`src/rtl/code_patch_pkg.sv`:
```
package code_patch_pkg;
   localparam int DATA_W    = 32;
   localparam int MADDR_LO  = 2;
   localparam int MADDR_HI  = 28;
   localparam int BASE_LO   = 5;
   localparam int REGION_LO = 29;
   localparam int OFF_W     = 6;
   localparam int IDX_W     = BASE_LO - MADDR_LO;
   localparam int MADDR_W   = MADDR_HI - MADDR_LO + 1;
   localparam int BASE_W    = MADDR_HI - BASE_LO + 1;

   typedef enum logic [1:0] {
      RPL_REMAP   = 2'd0,
      RPL_BP_LO   = 2'd1,
      RPL_BP_HI   = 2'd2,
      RPL_BP_BOTH = 2'd3
   } rpl_mode_e;

   typedef struct packed {
      rpl_mode_e            mode;
      logic [MADDR_W-1:0]   addr;
      logic                 en;
   } cmp_entry_t;
endpackage

```
`src/rtl/code_patch_regs.sv`:
```
module code_patch_regs
   import code_patch_pkg::*;
#(
   parameter int N_CODE = 6,
   parameter int N_LIT  = 2,
   localparam int NUM_CMP = N_CODE + N_LIT
) (
   input  logic                        clk,
   input  logic                        rst_n,
   input  logic                        reg_we,
   input  logic [OFF_W-1:0]            reg_addr,
   input  logic [DATA_W-1:0]           reg_wdata,
   output logic [DATA_W-1:0]           reg_rdata,
   output logic                        glob_en,
   output logic [BASE_W-1:0]           remap_base,
   output cmp_entry_t [NUM_CMP-1:0]    cmp_tbl
);
   localparam int WIDX_W = OFF_W - 2;
   localparam int CTRL_IDX  = 0;
   localparam int REMAP_IDX = 1;
   localparam int CMP0_IDX  = 2;

   logic [WIDX_W-1:0] widx;
   logic              unused_low;
   assign widx       = reg_addr[OFF_W-1:2];
   assign unused_low = ^reg_addr[1:0];

   always_ff @(posedge clk or negedge rst_n) begin
      if (!rst_n) begin
         glob_en    <= 1'b0;
         remap_base <= '0;
         cmp_tbl    <= '0;
      end else if (reg_we) begin
         if (int'(widx) == CTRL_IDX && reg_wdata[1])
            glob_en <= reg_wdata[0];
         if (int'(widx) == REMAP_IDX)
            remap_base <= reg_wdata[MADDR_HI:BASE_LO];
         for (int i = 0; i < NUM_CMP; i++) begin
            if (int'(widx) == CMP0_IDX + i) begin
               cmp_tbl[i].mode <= rpl_mode_e'(reg_wdata[DATA_W-1:DATA_W-2]);
               cmp_tbl[i].addr <= reg_wdata[MADDR_HI:MADDR_LO];
               cmp_tbl[i].en   <= reg_wdata[0];
            end
         end
      end
   end

   always_comb begin
      reg_rdata = '0;
      if (int'(widx) == CTRL_IDX) begin
         reg_rdata[0]     = glob_en;
         reg_rdata[7:4]   = 4'(N_CODE);
         reg_rdata[11:8]  = 4'(N_LIT);
         reg_rdata[13:12] = 2'b00;
      end else if (int'(widx) == REMAP_IDX) begin
         reg_rdata[MADDR_HI:BASE_LO] = remap_base;
      end
      for (int i = 0; i < NUM_CMP; i++) begin
         if (int'(widx) == CMP0_IDX + i) begin
            reg_rdata[DATA_W-1:DATA_W-2]  = cmp_tbl[i].mode;
            reg_rdata[MADDR_HI:MADDR_LO]  = cmp_tbl[i].addr;
            reg_rdata[0]                  = cmp_tbl[i].en;
         end
      end
   end

   AST_KEY_GUARD: assert property (@(posedge clk) disable iff (!rst_n)
      (reg_we && int'(widx) == CTRL_IDX && !reg_wdata[1]) |=> $stable(glob_en));
endmodule

```
`src/rtl/code_patch_match.sv`:
```
module code_patch_match
   import code_patch_pkg::*;
#(
   parameter int N_CODE = 6,
   parameter int N_LIT  = 2,
   localparam int NUM_CMP = N_CODE + N_LIT
) (
   input  logic                       clk,
   input  logic                       rst_n,
   input  logic                       acc_valid,
   input  logic [DATA_W-1:0]          acc_addr,
   input  logic                       acc_is_lit,
   input  logic                       glob_en,
   input  logic [BASE_W-1:0]          remap_base,
   input  cmp_entry_t [NUM_CMP-1:0]   cmp_tbl,
   output logic                       hit_remap,
   output logic                       hit_lo,
   output logic                       hit_hi,
   output logic [DATA_W-1:0]          hit_addr
);
   logic [NUM_CMP-1:0] hit;
   logic [NUM_CMP-1:0] win;
   logic               found;
   logic [IDX_W-1:0]   idx;
   logic               in_region;
   logic               unused_low;

   assign in_region  = (acc_addr[DATA_W-1:REGION_LO] == '0);
   assign unused_low = ^acc_addr[MADDR_LO-1:0];

   for (genvar i = 0; i < NUM_CMP; i++) begin : g_cmp
      localparam bit IS_LIT = (i >= N_CODE);
      assign hit[i] = acc_valid && glob_en && cmp_tbl[i].en && in_region
                      && (cmp_tbl[i].addr == acc_addr[MADDR_HI:MADDR_LO])
                      && (IS_LIT ? acc_is_lit : !acc_is_lit);
   end

   always_comb begin
      win   = '0;
      found = 1'b0;
      idx   = '0;
      for (int i = 0; i < NUM_CMP; i++) begin
         if (hit[i] && !found) begin
            win[i] = 1'b1;
            found  = 1'b1;
            idx    = IDX_W'(i);
         end
      end
   end

   always_comb begin
      hit_remap = 1'b0;
      hit_lo    = 1'b0;
      hit_hi    = 1'b0;
      hit_addr  = '0;
      if (found) begin
         if (int'(idx) >= N_CODE || cmp_tbl[idx].mode == RPL_REMAP) begin
            hit_remap = 1'b1;
            hit_addr  = {3'b001, remap_base, idx, 2'b00};
         end else begin
            hit_lo = (cmp_tbl[idx].mode == RPL_BP_LO) || (cmp_tbl[idx].mode == RPL_BP_BOTH);
            hit_hi = (cmp_tbl[idx].mode == RPL_BP_HI) || (cmp_tbl[idx].mode == RPL_BP_BOTH);
         end
      end
   end

   AST_GLOBAL_GATE: assert property (@(posedge clk) disable iff (!rst_n)
      (|hit) |-> glob_en);
   AST_BP_NO_REMAP: assert property (@(posedge clk) disable iff (!rst_n)
      hit_remap |-> !(hit_lo || hit_hi));
   AST_REMAP_RAM: assert property (@(posedge clk) disable iff (!rst_n)
      hit_remap |-> (hit_addr[DATA_W-1:REGION_LO] == 3'b001));
   AST_REGION_ONLY: assert property (@(posedge clk) disable iff (!rst_n)
      (hit_remap || hit_lo || hit_hi) |-> in_region);
   AST_LIT_REMAP: assert property (@(posedge clk) disable iff (!rst_n)
      (acc_is_lit && (hit_lo || hit_hi || hit_remap)) |-> hit_remap);
   AST_ONE_WINNER: assert property (@(posedge clk) disable iff (!rst_n)
      $onehot0(win));
   AST_IDLE_QUIET: assert property (@(posedge clk) disable iff (!rst_n)
      !acc_valid |-> !(hit_remap || hit_lo || hit_hi));
endmodule

```
`src/rtl/code_patch_unit.sv`:
```
module code_patch_unit
   import code_patch_pkg::*;
#(
   parameter int N_CODE  = 6,
   parameter int N_LIT   = 2,
   parameter bit REG_OUT = 1'b0
) (
   input  logic               clk,
   input  logic               rst_n,
   input  logic               reg_we,
   input  logic [5:0]         reg_addr,
   input  logic [31:0]        reg_wdata,
   output logic [31:0]        reg_rdata,
   input  logic               acc_valid,
   input  logic [31:0]        acc_addr,
   input  logic               acc_is_lit,
   output logic [31:0]        remap_addr,
   output logic               remap_vld,
   output logic               bkpt_lo,
   output logic               bkpt_hi
);
   localparam int NUM_CMP = N_CODE + N_LIT;

   if (NUM_CMP > (1 << IDX_W)) begin : g_chk_tbl
      $error("comparator count exceeds remap table slots");
   end
   if (N_CODE < 1 || N_CODE > 15 || N_LIT > 15) begin : g_chk_cnt
      $error("comparator counts out of range for the control fields");
   end
   if (NUM_CMP + 2 > (1 << (OFF_W - 2))) begin : g_chk_map
      $error("register map does not fit the offset width");
   end

   logic                     glob_en;
   logic [BASE_W-1:0]        remap_base;
   cmp_entry_t [NUM_CMP-1:0] cmp_tbl;
   logic                     c_vld, c_lo, c_hi;
   logic [DATA_W-1:0]        c_addr;

   code_patch_regs #(.N_CODE(N_CODE), .N_LIT(N_LIT)) u_regs (
      .clk(clk), .rst_n(rst_n), .reg_we(reg_we), .reg_addr(reg_addr),
      .reg_wdata(reg_wdata), .reg_rdata(reg_rdata), .glob_en(glob_en),
      .remap_base(remap_base), .cmp_tbl(cmp_tbl)
   );

   code_patch_match #(.N_CODE(N_CODE), .N_LIT(N_LIT)) u_match (
      .clk(clk), .rst_n(rst_n), .acc_valid(acc_valid), .acc_addr(acc_addr),
      .acc_is_lit(acc_is_lit), .glob_en(glob_en), .remap_base(remap_base),
      .cmp_tbl(cmp_tbl), .hit_remap(c_vld), .hit_lo(c_lo), .hit_hi(c_hi),
      .hit_addr(c_addr)
   );

   if (REG_OUT) begin : g_reg
      always_ff @(posedge clk or negedge rst_n) begin
         if (!rst_n) begin
            remap_vld  <= 1'b0;
            bkpt_lo    <= 1'b0;
            bkpt_hi    <= 1'b0;
            remap_addr <= '0;
         end else begin
            remap_vld  <= c_vld;
            bkpt_lo    <= c_lo;
            bkpt_hi    <= c_hi;
            remap_addr <= c_addr;
         end
      end
      AST_STAGE_SET: assert property (@(posedge clk) disable iff (!rst_n)
         c_vld |=> remap_vld);
      AST_STAGE_CLR: assert property (@(posedge clk) disable iff (!rst_n)
         !c_vld |=> !remap_vld);
   end else begin : g_comb
      assign remap_vld  = c_vld;
      assign bkpt_lo    = c_lo;
      assign bkpt_hi    = c_hi;
      assign remap_addr = c_addr;
   end
endmodule

```
`config.mk`:
```
export PLATFORM = sky130hd
export DESIGN_NAME = code_patch_unit
export DESIGN_NICKNAME = d
export VERILOG_FILES = /design/src/rtl/code_patch_pkg.sv /design/src/rtl/code_patch_regs.sv /design/src/rtl/code_patch_match.sv /design/src/rtl/code_patch_unit.sv
export SDC_FILE = /design/constraint.sdc
export NUM_CORES = 1
export LEC_CHECK = 0
export ABC_CLOCK_PERIOD_IN_PS = 6800
export BUFFER_PORTS_ARGS = -buffer_cell sky130_fd_sc_hd__buf_2
export CAP_MARGIN = 20
export CORE_MARGIN = 8
export CORE_UTILIZATION = 55
export CTS_CLUSTER_DIAMETER = 60
export DETAILED_ROUTE_END_ITERATION = 10
export PLACE_DENSITY = 0.76
export SLEW_MARGIN = 10
export SYNTH_ARGS = -nofsm -noshare
export SYNTH_HDL_FRONTEND = slang
export SYNTH_SLANG_ARGS = --single-unit
```
`constraint.sdc`:
```
create_clock -name clk -period 6.8 [get_ports clk]
set_clock_uncertainty 0.05 [all_clocks]
set_input_delay 1.36 -clock clk [delete_from_list [all_inputs] [get_ports clk]]
set_output_delay 1.36 -clock clk [all_outputs]
set_load 0.02 [all_outputs]
```
* Word-level counts from Yosys, hierarchy flattened *
Cells that the tools add are included.

cells by class
  equality and inequality tests = 20
  muxes and demuxes = 53
  $lt $le $gt $ge = 2
  reductions and logical operators = 65

operators by type and width
  kind                                                                           number
  27-bit equality test                                                           8
  27-bit two-way mux                                                             8
  30-bit binary-select mux with 3-bit select                                     1
  30-bit two-way mux                                                             2
  1-bit logical AND                                                              41
  32-bit two-way mux                                                             1
  4-bit equality test (second input constant)                                    6
  1-bit two-way mux                                                              24
  24-bit two-way mux                                                             1
  2-bit two-way mux                                                              10
  2-bit AND reduction                                                            10
  15-bit two-way mux                                                             1
  3-bit two-way mux                                                              4
  9-bit two-way mux                                                              1
  4-bit by 3-bit equality test with 1-bit output (second input constant)         2
  1-bit logical NOT                                                              8
  2-bit equality test (second input constant)                                    2
  4-bit by 2-bit equality test with 1-bit output (second input constant)         1
  4-bit logical NOT                                                              1
  3-bit by 4-bit less-than comparator with 1-bit output (second input constant)  1
  3-bit >= comparator (second input constant)                                    1
  3-bit logical NOT                                                              1
  1-bit logical OR                                                               3
  2-bit by 1-bit equality test with 1-bit output (second input constant)         1
  2-bit logical NOT                                                              1

storage, ports and cells
  output and inout port bits = 67
  logic and storage cells = 166
  input bits = 75
  register bits = 265

* Depth between registers and ports, before layout *
Gate-level depths: netlist of the first run.

  depth after elaboration = 33
  mapped depth = 12
  depth with buffers taken out = 10

* Hierarchy *
Synthesis of the first run repeated with hierarchy kept, for this count alone.

unflattened totals
  cell total of the unflattened synthesis = 1443
  area, all modules = 16158.0 sq um

by module, submodules not included
  module            cells an instance  times used  sequential area each (sq um)  area each (sq um)
  code_patch_regs   937                1           6631.4                        12308.1
  code_patch_match  506                1           0.0                           3849.9

* Least setup slack after synthesis of the first run *
Ideal clock, no wire load.

  path type = input to output
  from = input acc_addr[31]
  to = output remap_addr[2]
  required time = 5.390 ns
  stages on the path = 10
  arrival = 4.627 ns
  buffers on the path = 0
  path slack = 0.763 ns
  cells stage by stage = or4b_4 nor4b_2 or4b_1 or2_0 a221o_1 a21oi_1 mux2i_1 and3b_4 or2_1 o41ai_1

on the way
  longest elaborated chain between the ends = 32
  elaborated cells between the ends (all ways) = 61
  classes of those cells = 1 x order compare; 19 x mux; 41 x reduce/logical

RTL lines
  item                                        line                    text
  from (decl)                                 code_patch_unit.sv:15   input logic [31:0] acc_addr,
  3-bit logical NOT (*)                       code_patch_match.sv:28  assign in_region = (acc_addr[DATA_W-1:REGION_LO] == '0);
  1-bit logical AND                           code_patch_match.sv:33  assign hit[i] = acc_valid && glob_en && cmp_tbl[i].en && in_region
  1-bit logical AND                           code_patch_match.sv:34  && (cmp_tbl[i].addr == acc_addr[MADDR_HI:MADDR_LO])
  1-bit logical AND                           code_patch_match.sv:35  && (IS_LIT ? acc_is_lit : !acc_is_lit);
  1-bit two-way mux                           code_patch_match.sv:43  if (hit[i] && !found) begin
  1-bit logical NOT                           code_patch_match.sv:43
  1-bit logical AND                           code_patch_match.sv:43
  1-bit two-way mux                           code_patch_match.sv:43
  [16 not listed]                             --
  1-bit logical AND                           code_patch_match.sv:43
  3-bit two-way mux                           code_patch_match.sv:43
  30-bit binary-select mux with 3-bit select  code_patch_match.sv:57  if (int'(idx) >= N_CODE || cmp_tbl[idx].mode == RPL_REMAP) begin
  30-bit two-way mux (implied by the code)    code_patch_match.sv:57
  2-bit logical NOT                           code_patch_match.sv:57
  1-bit logical OR                            code_patch_match.sv:57
  30-bit two-way mux                          code_patch_match.sv:57
  32-bit two-way mux (*)                      code_patch_match.sv:56  if (found) begin
  to (decl)                                   code_patch_unit.sv:17   output logic [31:0] remap_addr,

Mark *: on every way between the ends. The rest lies on a longest branch, timed or not. The select of a mux whose other input is x is not followed.

* Worst setup path after layout of the first run *
  from = input acc_addr[8]
  to = output remap_addr[21]

on the way
  longest elaborated chain between the ends = 31
  elaborated cells between the ends (all ways) = 60
  classes of those cells = 1 x order compare; 8 x eq/ne; 19 x mux; 32 x reduce/logical

RTL lines
  item                                        line
  27-bit equality test                        code_patch_match.sv:34
  1-bit logical AND                           code_patch_match.sv:34
  1-bit logical AND                           code_patch_match.sv:35
  1-bit two-way mux                           code_patch_match.sv:43
  1-bit logical NOT                           code_patch_match.sv:43
  1-bit logical AND                           code_patch_match.sv:43
  1-bit two-way mux                           code_patch_match.sv:43
  1-bit logical NOT                           code_patch_match.sv:43
  [15 not listed]                             --
  1-bit logical AND                           code_patch_match.sv:43
  3-bit two-way mux                           code_patch_match.sv:43
  30-bit binary-select mux with 3-bit select  code_patch_match.sv:57
  30-bit two-way mux (implied by the code)    code_patch_match.sv:57
  2-bit logical NOT                           code_patch_match.sv:57
  1-bit logical OR                            code_patch_match.sv:57
  30-bit two-way mux                          code_patch_match.sv:57
  32-bit two-way mux (*)                      code_patch_match.sv:56

Marks and branches as above.

==> metrics.md, run 1 <==
| Metric | Value |
|---|---|
| EDFF count, synth | `0` |
| RSZ-0062 raised after global routing | `no` |
| Final core occ | `0.642` |
| Min-delay src | `u_regs.remap_base[0]$_DFFE_PN0P_` |
| Switching power total | `1.98 mW` |
| First-pass GRT wire length | `88300 um` |
| DRT antenna net count | `0` |
| Combinational power share | `0.293` |
| Initial antenna violation count | `0` |
| GP Congestion | `1.06` |
| Crit path launch type | `input port` |
| Post-CTS resize count | `0` |
| Total negative slack | `0 ns` |
| Die H | `182 um` |
| Std cell rows | `60` |
| Initial DRC Count | `1706` |
| CTS Buf Count | `30` |
| Dpl hpwl | `45900 um` |
| R2R cell count | `1` |
| WP data arrival | `5.17 ns` |
| VDD IR max | `304 uV` |
| Yosys warning count | `0` |
| Status | `complete, no violations` |
| End of the worst register-to-register path | `u_regs.cmp_tbl[150]$_DFFE_PN0P_` |
| Async S/R FF share, synth | `1.00` |
| Root Driver | `clkbuf_16` |
| Leakage Power | `7.24 nW` |
| Core box area | `27000 sq um` |
| Worst-skew pair later-pin latency | `0.57 ns` |
| Dpl cells | `1770` |
| Layout cells sized above 1 | `0.361` |
| Slew margin rel. | `0.250` |
| Sequential share of power | `0.419` |
| Longest Clk Path Bufs | `3` |
| Seq cells post-synth | `265` |
| Endpoints failing hold | `0` |
| Worst r2r src | `u_regs.cmp_tbl[150]$_DFFE_PN0P_` |
| Setup violators final | `0` |
| Tmin final | `6.58 ns` |
| Tot GR Track Use | `0.364` |
| Sequential area share after synthesis | `0.440` |
| Switch share | `0.359` |
| Reg clk slew, reported paths | `0.06 ns` |
| IO Count | `142` |
| Synthesis-to-finish area growth | `14.8%` |
| Worst Hold Path Cells | `1` |
| Worst setup path startpoint | `acc_addr[8]` |
| Hold Worst Slack | `0.482 ns` |
| Pwr dens | `319 nW/um^2` |
| Vias | `12500` |
| Cts hold-fix bufs | `0` |
| Vias in the first global route | `12500` |
| Distinct cells, synth | `53` |
| Die area | `32900 sq um` |
| Port bufs | `130` |
| Routed WL | `61000 um` |
| P_int | `3.54 mW` |
| # nets final | `1536` |
| Routed WL per cell | `33.5 um` |
| Finished Layout Cells | `1823` |
| CP required | `5.39 ns` |
| Crit Path Class | `in -> out` |
| DRC viols | `0` |
| Die W | `182 um` |
| Gate Count Post-Synth | `1319` |
| CP max FO | `15` |
| Min-Delay Endpoint | `u_regs.remap_base[0]$_DFFE_PN0P_` |
| Max_cap viols | `0` |
| Fmax | `152 MHz` |
| Routed vias/inst | `6.86` |
| Most frequent cells in the layout | `mux2_2, dfrtp_1, xnor2_1` |
| Reg2Reg Setup Slack | `5.87 ns` |
| Sink Count | `265` |
| Slew at the pin closest to its max-slew limit | `1.13 ns` |
| GRT overflow | `0` |
| Synthesized cell area | `15100 sq um` |
| Post-route clock period utilization | `0.967` |
| Ys flop type | `dfrtp_1` |
| Crit path capture type | `output pin` |
| CTS H-tree depth | `1` |
| Commonest non-fill, non-tap cell in the layout | `mux2_2` |
| Largest net degree at the start of global routing | `146` |
| Starting Density | `0.559` |
| Avg Cell Area, Syn | `11.4 sq um` |
| Post-CTS Setup Bufs | `0` |
| Final Max Slew Viols | `0` |
| Worst hold path type | `reg -> reg` |
| Clk pwr share | `0.288` |
| DR pass1 iterations | `7` |
| CTS tree | `done` |
[per-layer routing]
layer,track usage,vias up,share of wire
met1,0.482,6387,0.40
li1,-,5211,-
met2,0.568,749,0.45
met3,0.0846,158,0.10
met4,0.156,0,0.052
met5,0,-,0
[state kept, by name (all words and copies together), names as in the netlist]
signal and cells:
u_regs.glob_en 1, u_regs.cmp_tbl 240, u_regs.remap_base 24
[cell type report]
cell class              instances  area, sq um
diodes                          1         2.50
flip-flops and latches        265         6630
clock inverters                15          129
repair buffers                195         1170
multi-input cells             964         8080
well taps                     341          427
clock buffers                  37          837
fillers                      2097         9650
inverters                       5         18.8
[how the worst max path moves through the flow]
stage                                 to  slack [ns]  cells after the start
after floorplan            remap_addr[2]        0.76                     10
after global placement    remap_addr[21]        0.42                     14
after detailed placement  remap_addr[21]        0.37                     14
after CTS                 remap_addr[18]        0.35                     14
after global routing      remap_addr[17]        0.08                     16
final                     remap_addr[21]        0.22                     14
[worst max-delay path, cell delays in order]
cell and delay (ns):
buf_2 0.18, xnor2_1 0.45, nand4_1 0.24, or4_1 0.60, nor4_1 0.52, nor2_1 0.24
o22ai_1 0.21, mux2_2 0.20, nor3_1 0.05, buf_4 0.16, o41ai_4 0.32, buf_4 0.30
and2_1 0.15, buf_2 0.17
[metrics by stage]
stage          instance area, sq um  total power, mW  setup WS [ns]
4_1_cts                       17300             5.50          0.352
6_report                      17300             5.53          0.222
3_5_place_dp                  16300             3.91          0.375
3_3_place_gp                  16300             3.88          0.425
5_1_grt                       17300             5.69         0.0792
2_1_floorplan                 15100             3.14          0.763
[kinds of logic after synthesis]
family,Yosys count,synth area share
simple gates,304,0.117
xor+xnor,217,0.126
other cells,1,0.000249
buf+inv,95,0.0264
compound gates,159,0.0826
mux,278,0.207
flops,265,0.440
[synthesized netlist by cell type, types with 6 or more instances]
cell / instances / share of area
a222oi_1: 37 / 0.025
dfrtp_1: 265 / 0.44
a21oi_1: 24 / 0.0080
nor2b_1: 6 / 0.0025
xnor2_1: 192 / 0.11
mux2_2: 273 / 0.20
nand3_1: 22 / 0.0073
nor4_1: 23 / 0.0096
and4_1: 6 / 0.0035
o21ai_0: 8 / 0.0027
a211oi_1: 7 / 0.0035
nand2b_1: 7 / 0.0029
nand2_1: 47 / 0.012
o2111ai_1: 8 / 0.0047
xor2_1: 25 / 0.015
or4_1: 8 / 0.0040
nor2_1: 33 / 0.0082
buf_4: 7 / 0.0035
and2_1: 24 / 0.010
a22oi_1: 43 / 0.021
a21boi_0: 12 / 0.0060
clkbuf_1: 79 / 0.020
nand4_1: 98 / 0.041
[power groups by stage]
| stage | Clock (mW) | Sequential, mW | Combinational [mW] |
|---|---|---|---|
| 4_1_cts | 1.60 | 2.31 | 1.59 |
| 3_3_place_gp | 0 | 2.31 | 1.57 |
| 6_report | 1.59 | 2.32 | 1.62 |
| 5_1_grt | 1.66 | 2.36 | 1.68 |
| 2_1_floorplan | 0 | 2.22 | 0.923 |
| 3_5_place_dp | 0 | 2.33 | 1.58 |
(Power assumes the default switching activity.)
==> run 2, diff against run 1 <==
Settings changed: CAP_MARGIN 20 to 10, SETUP_SLACK_MARGIN set to 0.3.
==> run 2 against run 1 <==
Power rose by 2.3%. Routed wire length grew 0.99%. Core utilization up 1.1 points. Combinational power hardly changed. Final cell count rose by 0.22%. Die area is the same. Via count decreased by 0.40%. Clock-buffer cell count is 5 higher. Worst hold slack worse by 0.0052 ns. Non-clock buffer count grew 1. Critical endpoint is now remap_addr[19].
==> metrics.md, run 2 (synthesized netlist as in run 1, its figures left out) <==
| Metric | Value |
|---|---|
| Post-route clock period utilization | `0.956 (-0.0116)` |
| Crit Path Class | `in -> out` |
| Routed WL per cell | `33.7 um (+0.77%)` |
| Total negative slack | `0 ns (unchanged)` |
| Combinational power share | `0.292 (about the same)` |
| Crit path capture type | `output pin` |
| Std cell rows | `60 (unchanged)` |
| WP data arrival | `5.09 ns (-0.08 ns)` |
| GR Util met1 | `0.484 (+0.00210)` |
| Worst path slowest cell | `xnor2_1` |
| Worst Hold Path Cells | `1 (unchanged)` |
| Max FFs per register | `240 (unchanged)` |
| DRC viols | `0 (unchanged)` |
| Final WS setup | `0.301 ns (+0.0787 ns)` |
| Initial DRC Count | `1640 (-3.9%)` |
| Largest regs | `u_regs.cmp_tbl: 240 flops, u_regs.remap_base: 24 flops, u_regs.glob_en: 1 flops` |
| Clk pwr share | `0.296 (+0.008)` |
| Die W | `182 um (unchanged)` |
| Endpoints failing hold | `0 (unchanged)` |
| Pre-CTS setup slack | `0.354 ns (-0.0210 ns)` |
| Reg2Reg Setup Slack | `5.87 ns (about the same)` |
| Routed WL | `61600 um (+0.99%)` |
| Final Max Slew Viols | `0 (unchanged)` |
| Tot GR Track Use | `0.365 (about the same)` |
| CTS H-tree depth | `1 (unchanged)` |
| Status | `complete, no violations` |
| Fmax | `154 MHz (+1.2%)` |
| Final Power | `5.65 mW (+2.3%)` |
| Routed vias/inst | `6.82 (-0.62%)` |
| Die area | `32900 sq um (unchanged)` |
| Max_cap viols | `0 (unchanged)` |
| # fillers | `2104 (+0.33%)` |
| # nets final | `1538 (+0.13%)` |
| Min-Delay Endpoint | `u_regs.remap_base[0]$_DFFE_PN0P_` |
| End of the worst register-to-register path | `u_regs.cmp_tbl[60]$_DFFE_PN0P_` |
| Slew at the pin closest to its max-slew limit | `1.35 ns (+0.221 ns)` |
| Largest stage delay, worst path | `0.60 ns (about the same)` |
| Pwr dens | `321 nW/um^2 (+0.61%)` |
| Core box area | `27000 sq um (unchanged)` |
| Starting Density | `0.559 (unchanged)` |
| Crit path launch type | `input port` |
| DRT antenna net count | `0 (unchanged)` |
| Most frequent cells in the layout | `mux2_2, dfrtp_1, xnor2_1` |
| GRT overflow | `0 (unchanged)` |
| Worst hold path type | `reg -> reg` |
| Setup violators final | `0 (unchanged)` |
| Most Crowded Layer GR | `met2` |
| Largest Register | `u_regs.cmp_tbl` |
| Synthesis-to-finish area growth | `16.7%` |
| DR pass1 iterations | `6 (-1)` |
| RSZ-0062 raised after global routing | `no` |
| Sequential share of power | `0.411 (-0.008)` |
| CTS Buf Count | `31 (+3.3%)` |
| Final core occ | `0.652 (+0.0105)` |
| Dpl hpwl | `45900 um (-0.19%)` |
| GP Congestion | `1.06 (unchanged)` |
| CP delay by family, top | `simple AND/OR/NAND/NOR gates` |
| Die H | `182 um (unchanged)` |
| Finished Layout Cells | `1827 (+0.22%)` |
| Root Driver | `clkbuf_16` |
| IO Count | `142 (unchanged)` |
| Layout cells sized above 1 | `0.378 (+0.0176)` |
| Leakage Power | `7.39 nW (+2.0%)` |
| Dpl cells | `1769 (-0.056%)` |
| Worst setup path startpoint | `acc_addr[4]` |
| GR Util met2 | `0.581 (+0.0133)` |
| VDD IR max | `233 uV (-23%)` |
| Switching power total | `2.01 mW (+1.5%)` |
| CP required | `5.39 ns (about the same)` |
| Min-delay src | `u_regs.remap_base[0]$_DFFE_PN0P_` |
| First-pass GRT wire length | `88400 um (about the same)` |
| Met3 Use GR | `0.0798 (-0.00479)` |
| Worst r2r src | `u_regs.cmp_tbl[60]$_DFFE_PN0P_` |
| Initial antenna violation count | `0 (unchanged)` |
| Antenna diode instance count | `0 (-1)` |
| Post-route cell area | `17600 sq um (+1.6%)` |
| Largest net degree at the start of global routing | `146 (unchanged)` |
| P_int | `3.64 mW (+2.7%)` |
| Vias | `12500 (-0.40%)` |
| Longest Clk Path Bufs | `3 (unchanged)` |
| Sink Count | `265 (unchanged)` |
| CP max FO | `8 (-7)` |
| Worst-skew pair later-pin latency | `0.56 ns (about the same)` |
| Tmin final | `6.50 ns (-0.0787 ns)` |
| Crit path cell chain | `buf_2 > xnor2_1 > nand4_1 > nor4_1 > buf_4 > o2111ai_1 > nand2_1 > nor2_1 > nor4_1 > nor3_1 > buf_4 > o41ai_4 > buf_6 > buf_6 > and2_1 > buf_2` |
| CTS tree | `done` |
| Vias in the first global route | `12400 (-0.92%)` |
| Hold Worst Slack | `0.476 ns (-0.00517 ns)` |
| Reg clk slew, reported paths | `0.06 ns (about the same)` |
| Switch share | `0.356 (-0.00268)` |
| Placed Instance Area | `16300 sq um (about the same)` |
| Port bufs | `130 (unchanged)` |
| R2R cell count | `1 (unchanged)` |
| Critical path buffers and inverters | `6 (+2)` |
| Slew margin rel. | `0.102 (-0.148)` |
| Commonest non-fill, non-tap cell in the layout | `mux2_2` |
## run 2: cell types whose count changed in the layout (fill, tap and decap cells not counted), sizes merged
cell / delta
buf: +1
bufinv: +1
diode: -1
clkinv: -2
clkbuf: +5
## run 2: metal layers
metal	up-vias	wire, um
met5	-	0
met4	0	2690
met3	138	6020
met2	711	28100
met1	6386	24800
li1	5220	-
## run 2: repair_timing
item / 4_1_cts / 5_1_grt
resized for setup: 0 / 41
hold endpoints to repair: 0 / 0
setup buffers: 0 / 1
setup endpoints to repair: 0 / 28
hold buffers: 0 / 0
## run 2: worst max path at each step
| stage | endpoint | slack [ns] | cells after the start |
|---|---|---|---|
| floorplan | remap_addr[2] | 0.76 | 10 |
| global placement | remap_addr[21] | 0.42 | 14 |
| detailed placement | remap_addr[21] | 0.35 | 14 |
| CTS | remap_addr[21] | 0.30 | 14 |
| global route | remap_addr[13] | 0.26 | 17 |
| finish | remap_addr[19] | 0.30 | 16 |
## run 2: power by group through the flow
| stage | logic (mW) | registers [mW] | clock network, mW |
|---|---|---|---|
| floorplan | 0.923 | 2.22 | 0 |
| global placement | 1.57 | 2.31 | 0 |
| detailed placement | 1.58 | 2.33 | 0 |
| CTS | 1.59 | 2.31 | 1.69 |
| global route | 1.70 | 2.37 | 1.74 |
| finish | 1.65 | 2.33 | 1.67 |
## run 2: layout make-up
type	count	area (sq um)	share of cell area
Inverter	5	18.8	0.00107
Sequential cell	265	6630	0.377
Tap cell	341	427	0.0243
Timing Repair Buffer	196	1210	0.0689
Clock buffer	42	887	0.0505
Multi-Input combinational cell	964	8260	0.470
Clock inverter	14	141	0.00804
==> run 3, diff against run 2 <==
Settings changed: ABC_AREA set to 1.
==> run 3 against run 2 <==
First-iteration DRC count is 48% higher. Clock-buffer cell count increased by 1. Synthesized cell count rose by 65%. Synthesized area up 2.8%. Sequential power is 3% lower. Flip-flop and latch count did not move.
==> metrics.md, run 3 <==
| Metric | Value |
|---|---|
| Status | `complete, no violations` |
| Routed vias/inst | `5.94 (-13%)` |
| # fillers | `2574 (+22%)` |
| Routed WL | `64900 um (+5.3%)` |
| Total negative slack | `0 ns (unchanged)` |
| FF/Latch Area | `6630 sq um (unchanged)` |
| Sequential share of power | `0.426 (+0.015)` |
| CTS H-tree depth | `1 (unchanged)` |
| DR pass1 iterations | `8 (+2)` |
| CTS tree | `done` |
| Longest Clk Path Bufs | `3 (unchanged)` |
| Post-route clock period utilization | `0.888 (-0.0676)` |
| Worst r2r src | `u_regs.cmp_tbl[141]$_DFFE_PN0P_` |
| Post-CTS resize count | `0 (unchanged)` |
| Initial antenna violation count | `2 (+2)` |
| CTS Buf Count | `31 (unchanged)` |
| Largest regs | `u_regs.cmp_tbl: 240 flops, u_regs.remap_base: 24 flops, u_regs.glob_en: 1 flops` |
| DRT antenna net count | `0 (unchanged)` |
| Post-synth top area cell | `dfrtp_1` |
| IO Count | `142 (unchanged)` |
| Max FFs per register | `240 (unchanged)` |
| Vias in the first global route | `14500 (+17%)` |
| Die H | `184 um (+1.3%)` |
| Ys flop type | `dfrtp_1` |
| Synthesis-to-finish area growth | `12.6%` |
| Crit path launch type | `input port` |
| P_int | `3.42 mW (-6.2%)` |
| Vias | `15800 (+27%)` |
| GRT overflow | `0 (unchanged)` |
| Async S/R FF share, synth | `1.00 (unchanged)` |
| Std cell rows | `61 (+1.7%)` |
| Most frequent cells in the layout | `nand2_1, o21ai_0, dfrtp_1` |
| Avg Cell Area, Syn | `7.12 sq um (-38%)` |
| # nets final | `2335 (+52%)` |
| CP max FO | `28 (+20)` |
| Sequential area share after synthesis | `0.428 (-0.0121)` |
| End of the worst register-to-register path | `u_regs.cmp_tbl[141]$_DFFE_PN0P_` |
| Largest Register | `u_regs.cmp_tbl` |
| Yosys warning count | `0 (unchanged)` |
| Ranking of synthesized cells by area | `dfrtp_1, nand2_1, o21ai_0, inv_1, nor2_1` |
| Port bufs | `130 (unchanged)` |
| Leakage Power | `8.62 nW (+17%)` |
| Pre-CTS setup slack | `0.848 ns (+0.495 ns)` |
| Min-Delay Endpoint | `u_regs.remap_base[21]$_DFFE_PN0P_` |
| Setup violators final | `0 (unchanged)` |
| Most frequent cells after synthesis | `nand2_1, o21ai_0, dfrtp_1` |
| GP Congestion | `1.06 (-0.15%)` |
| Root Driver | `clkbuf_16` |
| Synth top area share | `0.428 (-0.0121)` |
| Seq cells post-synth | `265 (unchanged)` |
| Reg2Reg Setup Slack | `5.90 ns (+0.03 ns)` |
| Multi-input gate area | `7440 sq um (-10%)` |
| Reg clk slew, reported paths | `0.06 ns (about the same)` |
| Tmin final | `6.04 ns (-0.460 ns)` |
| Worst hold path type | `reg -> reg` |
| Gate Count Post-Synth | `2176 (+65%)` |
| First-pass GRT wire length | `94300 um (+6.7%)` |
| Worst-skew pair later-pin latency | `0.56 ns (about the same)` |
| Die area | `33800 sq um (+2.6%)` |
| Post-CTS Setup Bufs | `0 (unchanged)` |
| Combinational power share | `0.232 (-0.060)` |
| Core box area | `27800 sq um (+3.1%)` |
| Final Power | `5.28 mW (-6.5%)` |
| Slew at the pin closest to its max-slew limit | `1.18 ns (-0.171 ns)` |
| EDFF count, synth | `0 (unchanged)` |
| Min-delay src | `u_regs.remap_base[21]$_DFFE_PN0P_` |
| Switching power total | `1.87 mW (-7.1%)` |
| Routed WL per cell | `24.4 um (-28%)` |
| Slew margin rel. | `0.216 (+0.114)` |
| Clk pwr share | `0.342 (+0.046)` |
| Max_cap viols | `0 (unchanged)` |
| Distinct cells, synth | `42 (-21%)` |
| Antenna diode instance count | `0 (unchanged)` |
| Most common cell in the netlist | `nand2_1` |
| Final Max Slew Viols | `0 (unchanged)` |
| Finished Layout Cells | `2663 (+46%)` |
| VDD IR max | `244 uV (+4.6%)` |
| Largest net degree at the start of global routing | `146 (unchanged)` |
| Switch share | `0.353 (-0.00243)` |
| Crit path capture type | `output pin` |
| RSZ-0062 raised after global routing | `no` |
| Commonest non-fill, non-tap cell in the layout | `nand2_1` |
| Dpl hpwl | `46300 um (+0.97%)` |
| DRC viols | `0 (unchanged)` |
| Cts hold-fix bufs | `0 (unchanged)` |
| Synthesized cell area | `15500 sq um (+2.8%)` |
| Die W | `184 um (+1.3%)` |
| Crit Path Class | `in -> out` |
| Starting Density | `0.558 (-0.00140)` |
| R2R cell count | `2 (+1)` |
| Pwr dens | `303 nW/um^2 (-5.8%)` |
| Endpoints failing hold | `0 (unchanged)` |
| Initial DRC Count | `2423 (+48%)` |
| Fmax | `166 MHz (+7.6%)` |
| WP data arrival | `4.63 ns (-0.46 ns)` |
| Worst Hold Path Cells | `2 (+1)` |
| Sink Count | `265 (unchanged)` |
| Dpl cells | `2605 (+47%)` |
| Layout cells sized above 1 | `0.124 (-0.254)` |
| Tot GR Track Use | `0.379 (+0.0144)` |
| CP required | `5.39 ns (about the same)` |
| Final WS setup | `0.761 ns (+0.460 ns)` |
==> run 3: changes by cell type after synthesis, sizes merged, moves of 24 or more <==
cell / before / now
nand2: 47 / 735
o21ai: 9 / 313
mux2: 273 / 0
inv: 5 / 244
nor2: 33 / 196
xnor2: 192 / 68
nand4: 98 / 34
a22oi: 43 / 0
a222oi: 37 / 0
nand3: 22 / 56
and2: 24 / 0
==> run 3: cell type report <==
cell class	instances	area share
clock buffers	43	0.0511
clock inverters	15	0.0128
inverters	245	0.0529
multi-input cells	1562	0.427
flip-flops and latches	265	0.380
well taps	378	0.0271
repair buffers	155	0.0494
==> run 3: how the worst max path moves through the flow <==
stage / startpoint / end / cells after the start
6_report: acc_addr[4] / remap_addr[5] / 24
5_1_grt: acc_addr[4] / remap_addr[8] / 24
4_1_cts: acc_addr[4] / remap_addr[25] / 24
3_5_place_dp: acc_addr[4] / remap_addr[5] / 24
3_3_place_gp: acc_addr[4] / remap_addr[5] / 24
2_1_floorplan: acc_addr[3] / remap_addr[29] / 26
==> run 3: power by group through the flow <==
stage	registers [mW]	clock network (mW)	logic [mW]
2_1_floorplan	2.14	0	0.779
3_5_place_dp	2.25	0	1.19
3_3_place_gp	2.24	0	1.16
6_report	2.25	1.81	1.23
5_1_grt	2.28	1.87	1.34
4_1_cts	2.23	1.81	1.20
==> run 3: routing by layer <==
metal  part of all wire  vias up  GRT usage
li1                   -     7100          -
met1               0.40     7368      0.522
met4              0.064        4      0.211
met5            0.00042        -          0
met3               0.12      237     0.0755
met2               0.42     1116      0.554
==> run 3: cell families after synthesis <==
| family | Yosys count | synth area share |
|---|---|---|
| other cells | 1 | 0.000242 |
| xor+xnor | 96 | 0.0543 |
| simple gates | 1047 | 0.275 |
| flops | 265 | 0.428 |
| buf+inv | 354 | 0.0943 |
| compound gates | 413 | 0.148 |
==> run 3: worst max-delay path, cell delays in order <==
cell and delay, ns:
buf_2 0.21, inv_2 0.12, nand2_1 0.07, nand2_1 0.09
nor2_1 0.33, nand2_1 0.09, nor2_1 0.29, nand2_1 0.12
nor2_2 0.18, o21ai_0 0.13, nand2_1 0.09, nand2_2 0.07
inv_4 0.10, nand2_4 0.10, nand2_1 0.09, nand3_1 0.07
nand3_1 0.09, nand2_1 0.07, inv_2 0.05, nand2_1 0.06
nand2_2 0.08, nand2_4 0.32, nor2_1 0.21, buf_2 0.19
==> run 3: stage by stage <==
stage / area [sq um] / utilization / hold WS [ns]
6_report: 17400 / 0.628 / 0.436
5_1_grt: 17400 / 0.628 / 0.462
4_1_cts: 17400 / 0.628 / 0.438
3_5_place_dp: 16300 / 0.588 / 0.423
3_3_place_gp: 16300 / 0.588 / 0.416
2_1_floorplan: 15500 / - / 0.403
